## src/rtl/pwm_chan_pkg.sv

```systemverilog
package pwm_chan_pkg;

    typedef enum logic {
        DIR_UP = 1'b0,
        DIR_DN = 1'b1
    } dir_e;

    // Events produced by the counter for the shadow and level stages
    typedef struct packed {
        logic load;      // copy buffers into working registers
        logic clr_zero;  // disabled-channel clear on zero period
        logic up_step;   // counter incremented this tick
        logic dn_step;   // counter decremented this tick
    } cnt_evt_t;

endpackage

```

## src/rtl/pwm_shadow.sv

```systemverilog
module pwm_shadow #(
    parameter int W = 8
) (
    input  logic         clk,
    input  logic         rst_n,
    input  logic         wr_duty,
    input  logic         wr_period,
    input  logic [W-1:0] wr_data,
    input  logic         load,
    output logic [W-1:0] duty_buf,
    output logic [W-1:0] per_buf,
    output logic [W-1:0] duty_act,
    output logic [W-1:0] per_act
);
    typedef struct packed {
        logic [W-1:0] duty_buf;
        logic [W-1:0] per_buf;
        logic [W-1:0] duty_act;
        logic [W-1:0] per_act;
    } shadow_t;

    shadow_t sh_d, sh_q;

    always_comb begin
        sh_d = sh_q;
        // Reload takes the buffer contents present before this edge
        if (load) begin
            sh_d.duty_act = sh_q.duty_buf;
            sh_d.per_act  = sh_q.per_buf;
        end
        if (wr_duty) begin
            sh_d.duty_buf = wr_data;
        end
        if (wr_period) begin
            sh_d.per_buf = wr_data;
        end
    end

    always_ff @(posedge clk or negedge rst_n) begin
        if (!rst_n) begin
            sh_q <= '0;
        end else begin
            sh_q <= sh_d;
        end
    end

    assign duty_buf = sh_q.duty_buf;
    assign per_buf  = sh_q.per_buf;
    assign duty_act = sh_q.duty_act;
    assign per_act  = sh_q.per_act;

endmodule

```

## src/rtl/pwm_count.sv

```systemverilog
module pwm_count
    import pwm_chan_pkg::*;
#(
    parameter int W = 8
) (
    input  logic         clk,
    input  logic         rst_n,
    input  logic         tick,
    input  logic         en,
    input  logic         center,
    input  logic         wr_cnt,
    input  logic         per_buf_zero,
    input  logic [W-1:0] per_act,
    output logic [W-1:0] cnt_q,
    output logic [W-1:0] cnt_next,
    output cnt_evt_t     evt
);
    localparam logic [W-1:0] ONE   = W'(1);
    localparam logic [W:0]   ONE_X = (W+1)'(1);

    typedef struct packed {
        logic [W-1:0] cnt;
        dir_e         dir;
    } cstate_t;

    cstate_t  st_d, st_q;
    logic [W:0]   cnt_inc;
    logic [W-1:0] cnt_dec;
    logic         left_wrap;
    logic         at_top;

    always_comb begin
        cnt_inc   = {1'b0, st_q.cnt} + ONE_X;
        cnt_dec   = st_q.cnt - ONE;
        left_wrap = cnt_inc >= {1'b0, per_act};
        at_top    = st_q.cnt >= per_act;

        st_d = st_q;
        evt  = '0;

        if (wr_cnt) begin
            // Restart: clear, count up, reload at once
            st_d.cnt = '0;
            st_d.dir = DIR_UP;
            evt.load = 1'b1;
        end else if (tick) begin
            if (en) begin
                if (per_act == '0) begin
                    st_d.cnt = '0;
                    st_d.dir = DIR_UP;
                    evt.load = 1'b1;
                end else if (!center) begin
                    st_d.dir = DIR_UP;
                    if (left_wrap) begin
                        st_d.cnt = '0;
                        evt.load = 1'b1;
                    end else begin
                        st_d.cnt    = cnt_inc[W-1:0];
                        evt.up_step = 1'b1;
                    end
                end else begin
                    if (st_q.dir == DIR_UP && !at_top) begin
                        st_d.cnt    = cnt_inc[W-1:0];
                        evt.up_step = 1'b1;
                    end else if (st_q.cnt == '0) begin
                        // Guard: already at bottom while descending
                        st_d.dir = DIR_UP;
                        evt.load = 1'b1;
                    end else begin
                        st_d.cnt    = cnt_dec;
                        st_d.dir    = DIR_DN;
                        evt.dn_step = 1'b1;
                        if (cnt_dec == '0) begin
                            st_d.dir = DIR_UP;
                            evt.load = 1'b1;
                        end
                    end
                end
            end else if (per_buf_zero) begin
                st_d.cnt     = '0;
                st_d.dir     = DIR_UP;
                evt.clr_zero = 1'b1;
            end
        end
    end

    always_ff @(posedge clk or negedge rst_n) begin
        if (!rst_n) begin
            st_q <= '{cnt: '0, dir: DIR_UP};
        end else begin
            st_q <= st_d;
        end
    end

    assign cnt_q    = st_q.cnt;
    assign cnt_next = st_d.cnt;

endmodule

```

## src/rtl/pwm_level.sv

```systemverilog
module pwm_level
    import pwm_chan_pkg::*;
#(
    parameter int W = 8
) (
    input  logic         clk,
    input  logic         rst_n,
    input  cnt_evt_t     evt,
    input  logic [W-1:0] cnt_q,
    input  logic [W-1:0] cnt_next,
    input  logic [W-1:0] duty_act,
    input  logic [W-1:0] per_act,
    input  logic [W-1:0] duty_buf,
    input  logic         pol,
    output logic         pwm_o
);
    logic act_d, act_q;
    logic duty_lt_per;

    always_comb begin
        duty_lt_per = duty_act < per_act;
        act_d       = act_q;
        if (evt.load) begin
            // New period starts active unless the incoming duty is zero
            act_d = (duty_buf != '0);
        end else if (evt.clr_zero) begin
            act_d = (duty_act != '0);
        end else if (evt.up_step && duty_lt_per && cnt_next == duty_act) begin
            act_d = 1'b0;
        end else if (evt.dn_step && duty_lt_per && duty_act != '0
                     && cnt_q == duty_act) begin
            act_d = 1'b1;
        end
    end

    always_ff @(posedge clk or negedge rst_n) begin
        if (!rst_n) begin
            act_q <= 1'b0;
        end else begin
            act_q <= act_d;
        end
    end

    assign pwm_o = act_q ? pol : ~pol;

endmodule

```

## src/rtl/pwm_chan.sv

```systemverilog
module pwm_chan
    import pwm_chan_pkg::*;
#(
    parameter int W = 8
) (
    input  logic         clk,
    input  logic         rst_n,
    input  logic         tick,
    input  logic         en,
    input  logic         center,
    input  logic         pol,
    input  logic         wr_duty,
    input  logic         wr_period,
    input  logic         wr_cnt,
    input  logic [W-1:0] wr_data,
    output logic [W-1:0] cnt_o,
    output logic         pwm_o
);
    logic [W-1:0] duty_buf, per_buf, duty_act, per_act;
    logic [W-1:0] cnt_q, cnt_next;
    cnt_evt_t     evt;

    pwm_shadow #(.W(W)) u_shadow (
        .clk       (clk),
        .rst_n     (rst_n),
        .wr_duty   (wr_duty),
        .wr_period (wr_period),
        .wr_data   (wr_data),
        .load      (evt.load),
        .duty_buf  (duty_buf),
        .per_buf   (per_buf),
        .duty_act  (duty_act),
        .per_act   (per_act)
    );

    pwm_count #(.W(W)) u_count (
        .clk          (clk),
        .rst_n        (rst_n),
        .tick         (tick),
        .en           (en),
        .center       (center),
        .wr_cnt       (wr_cnt),
        .per_buf_zero (per_buf == '0),
        .per_act      (per_act),
        .cnt_q        (cnt_q),
        .cnt_next     (cnt_next),
        .evt          (evt)
    );

    pwm_level #(.W(W)) u_level (
        .clk      (clk),
        .rst_n    (rst_n),
        .evt      (evt),
        .cnt_q    (cnt_q),
        .cnt_next (cnt_next),
        .duty_act (duty_act),
        .per_act  (per_act),
        .duty_buf (duty_buf),
        .pol      (pol),
        .pwm_o    (pwm_o)
    );

    assign cnt_o = cnt_q;

endmodule

```

## config.mk

```make
export PLATFORM = sky130hd
export DESIGN_NAME = pwm_chan
export DESIGN_NICKNAME = d
export VERILOG_FILES = /design/src/rtl/pwm_chan_pkg.sv /design/src/rtl/pwm_shadow.sv /design/src/rtl/pwm_count.sv /design/src/rtl/pwm_level.sv /design/src/rtl/pwm_chan.sv
export SDC_FILE = /design/constraint.sdc
export NUM_CORES = 1
export LEC_CHECK = 0
export ABC_AREA = 1
export CORE_ASPECT_RATIO = 0.75
export CORE_MARGIN = 5
export CORE_UTILIZATION = 64
export DETAILED_ROUTE_END_ITERATION = 6
export PLACE_DENSITY = 0.85
export SLEW_MARGIN = 5
export SYNTH_ARGS = -nofsm -noshare
export SYNTH_HDL_FRONTEND = slang
export SYNTH_SLANG_ARGS = --single-unit
```

## constraint.sdc

```tcl
create_clock -name clk -period 6.2 [get_ports clk]
set_input_delay 1.24 -clock clk [delete_from_list [all_inputs] [get_ports clk]]
set_output_delay 1.24 -clock clk [all_outputs]
set_load 0.01 [all_outputs]
```

==> results.py <==
metrics = {
    "power_and_ir_drop": {
        "seq_power_share_pct": 41.5,
        "sw_frac_of_total_pct": 39.7,
        "p_leak_nw": 1.85,
        "p_int_mw": 0.485,
        "peakVddDrop_mv": 0.157,
        "switching_power_mw": 0.319,
        "cellPowerDensity_nw_per_um2": 224,
        "combPwrFrac_pct": 37.5,
        "p_clk_share_pct": 21.0,
        "totalPowerFinal_mw": 0.803,
    },
    "finish": {
        "final_area_um2": 3580,
        "fin_cells": 543,
        "layout.nets": 527,
        "final_core_util_pct": 72.3,
        "area_growth_pct": 8.04,
        "final_layout_size_suffix_gt1_share_pct": 6.21,
        "diodes": 0,
    },
    "clock_tree": {
        "clk_path_buf_depth": 2,
        "root_buffer": "clkbuf_8",
        "post_cts_buffers": 0,
        "cts.repair.resized": 0,
        "cts_tree": "yes",
        "htreeDepth": 2,
        "cts-hold-fix-buffers": 0,
        "numCtsBuffers": 5,
        "clkLatencyLatePin_ns": 0.30,
        "clkSinkCount": 42,
        "clk_pin_slew_ns": 0.08,
    },
    "sta": {
        "slew_viol_final": 0,
        "final.setup.worst_slack_ns": 2.58,
        "min_period_ns": 3.62,
        "setup_tns_ns": 0,
        "worstMarginPinSlew_ns": 0.862,
        "slew_headroom_pct": 42.5,
        "fin_skew_ns": 0.00626,
        "grt_setup_unrepaired": "no",
        "min_period_over_period_pct": 58.3,
        "setup_viol": 0,
        "fmax_mhz": 276,
        "hold_slack_ns": 0.488,
        "hold_viol_final": 0,
    },
    "setup_path": {
        "crit-reg2reg-capture": "u_level.act_q",
        "r2r_setup_slack_ns": 2.70,
        "setup.worst_path.end_class": "output port",
        "crit_fanout": 1,
        "r2r_cells": 18,
        "reg2reg_from": "u_count.cnt_q[2]",
        "crit_start": "pol",
        "setup.worst_path.class": "input port to output port",
        "cp.arrival_ns": 2.38,
        "endpoint": "pwm_o",
        "start_kind": "input port",
        "required_ns": 4.96,
    },
    "placement": {
        "place.gp.congestion": 0.998,
        "place_hpwl_um": 6900,
        "postPlaceCellArea_um2": 3500,
        "dpl_worst_slack_ns": 2.57,
        "dpl.cell_count": 536,
        "port_buffers": 25,
    },
    "logic_synthesis": {
        "synthCells": 469,
        "ys_ff_latch": 42,
        "ys_seq_area_share_pct": 31.7,
        "synth_flop_cell": "dfrtp_1",
        "ys_warn_count": 0,
        "async_flop_share_pct": 100,
        "synth_edf_count": 0,
        "postSynthAreaPerCell_um2": 7.07,
        "ys_types": 39,
        "syn-num-nets": 513,
        "netlist_area_um2": 3320,
    },
    "drt": {
        "wl_per_cell_um": 16.1,
        "wirelength_um": 8730,
        "drt-pass1-iter-count": 5,
        "vias": 3162,
        "viasPerCell": 5.82,
        "route.detailed.drc": 0,
        "drt_iter0_drc": 246,
        "ant_nets": 0,
    },
    "run": {
        "drv_cap": 0,
    },
    "grt": {
        "grt_pass1_wl_um": 14100,
        "grt-ovfl-total": 0,
        "grt_pass1_vias": 2869,
        "antenna_found_initial": 0,
        "grt_max_degree": 43,
        "grt_usage_pct": 27.2,
    },
    "floorplan": {
        "start_util_pct": 66.9,
        "die_area_um2": 6740,
        "rows": 22,
        "coreArea_um2": 4950,
        "chipWidth_um": 93.1,
        "die_h_um": 72.3,
        "ios": 26,
    },
    "run_status": {
        "status": "completed",
    },
    "worst_hold_path": {
        "hold_path.class": "flip-flop to flip-flop",
    },
}
[synth_stat cells (2+ instances only)]
| cell type | number | share of area, % |
|---|---|---|
| a21oi_1 | 19 | 2.9 |
| buf_4 | 9 | 2.0 |
| buf_6 | 4 | 1.4 |
| clkbuf_1 | 3 | 0.34 |
| dfrtp_1 | 42 | 32 |
| ha_1 | 27 | 10 |
| inv_1 | 68 | 7.7 |
| inv_2 | 6 | 0.68 |
| nand2_1 | 122 | 14 |
| nand2_2 | 4 | 0.75 |
| nand3_1 | 39 | 5.9 |
| nand4_1 | 13 | 2.5 |
| nor2_1 | 24 | 2.7 |
| nor2_2 | 2 | 0.38 |
| nor2_4 | 2 | 0.68 |
| nor3_1 | 5 | 0.75 |
| nor3_2 | 2 | 0.60 |
| o21ai_0 | 27 | 4.1 |
| o21ai_1 | 15 | 2.3 |
| o21ai_2 | 2 | 0.53 |
| o21bai_1 | 2 | 0.45 |
| o22ai_1 | 5 | 0.94 |
| xnor2_1 | 3 | 0.79 |
| xor2_1 | 9 | 2.4 |
[worst max-delay path, stage by stage]
cell and delay [ns]:
clkdlybuf4s50_1 0.47, xnor2_1 0.11, clkdlybuf4s50_1 0.55
[metal layers]
layer	vias up	wire length, µm	GRT usage [%]	part of all wire [%]
met5	-	0	0	0
met4	0	105	6.50	1.2
met3	14	990	10.2	11
met2	159	3560	37.9	41
met1	1436	4080	39.9	47
li1	1553	-	-	-
[worst min-delay path by stage]
stage / from / to / slack, ns / cells past startpoint
after floorplan: u_count.st_q[0] / u_count.st_q[0] / 0.45 / 2
after global placement: u_shadow.per_buf[3] / u_shadow.per_act[3] / 0.47 / 2
after detailed placement: u_shadow.per_buf[3] / u_shadow.per_act[3] / 0.47 / 2
after CTS: u_shadow.per_buf[6] / u_shadow.per_act[6] / 0.49 / 2
after global routing: u_shadow.duty_buf[1] / u_shadow.duty_act[1] / 0.53 / 2
final: u_shadow.per_buf[6] / u_shadow.per_act[6] / 0.49 / 2
[power by group through the flow]
stage	clock network, mW	logic (mW)	registers, mW
floorplan	0	0.218	0.327
global placement	0	0.284	0.337
detailed placement	0	0.294	0.338
CTS	0.167	0.296	0.332
global route	0.183	0.340	0.337
finish	0.169	0.301	0.333
[sequential cells by signal (all words and copies together) (netlist names)]
register           flops
u_count.cnt_q          8
u_shadow.duty_act      8
u_shadow.duty_buf      8
u_shadow.per_act       8
u_shadow.per_buf       8
u_count.st_q           1
u_level.act_q          1
[layout by cell type, fill, tap and decap left out, types with 2 or more instances in the layout]
| cell | n |
|---|---|
| nand2_1 | 122 |
| inv_1 | 68 |
| dfrtp_1 | 42 |
| nand3_1 | 39 |
| o21ai_0 | 27 |
| ha_1 | 27 |
| nor2_1 | 24 |
| clkdlybuf4s50_1 | 24 |
| a21oi_1 | 19 |
| o21ai_1 | 15 |
| nand4_1 | 13 |
| xor2_1 | 9 |
| inv_2 | 6 |
| nor3_1 | 5 |
| o22ai_1 | 5 |
| clkbuf_8 | 5 |
| nand2_2 | 4 |
| xnor2_1 | 3 |
| nor2_2 | 2 |
| nor2_4 | 2 |
| nor3_2 | 2 |
| o21ai_2 | 2 |
| o21bai_1 | 2 |
| clkinv_2 | 2 |
[area by class of cell]
class | count | area (µm²)
multi-input cells | 334 | 1850
fillers | 421 | 1370
flip-flops and latches | 42 | 1050
inverters | 75 | 282
repair buffers | 25 | 245
well taps | 60 | 75.1
clock buffers | 5 | 68.8
clock inverters | 2 | 10.0
[kinds of logic after synthesis]
family                     count (synthesis)  synth area share [%]
DFF                                       42                  31.7
AOI/OAI and AO/OA                         77                  13.0
buffers and inverters                     93                  12.5
xor gates and xnor gates                  12                  3.17
and+or+nand+nor                          218                  29.5
adders and majority gates                 27                  10.2
Note: power is estimated with default switching activity, not from simulation.
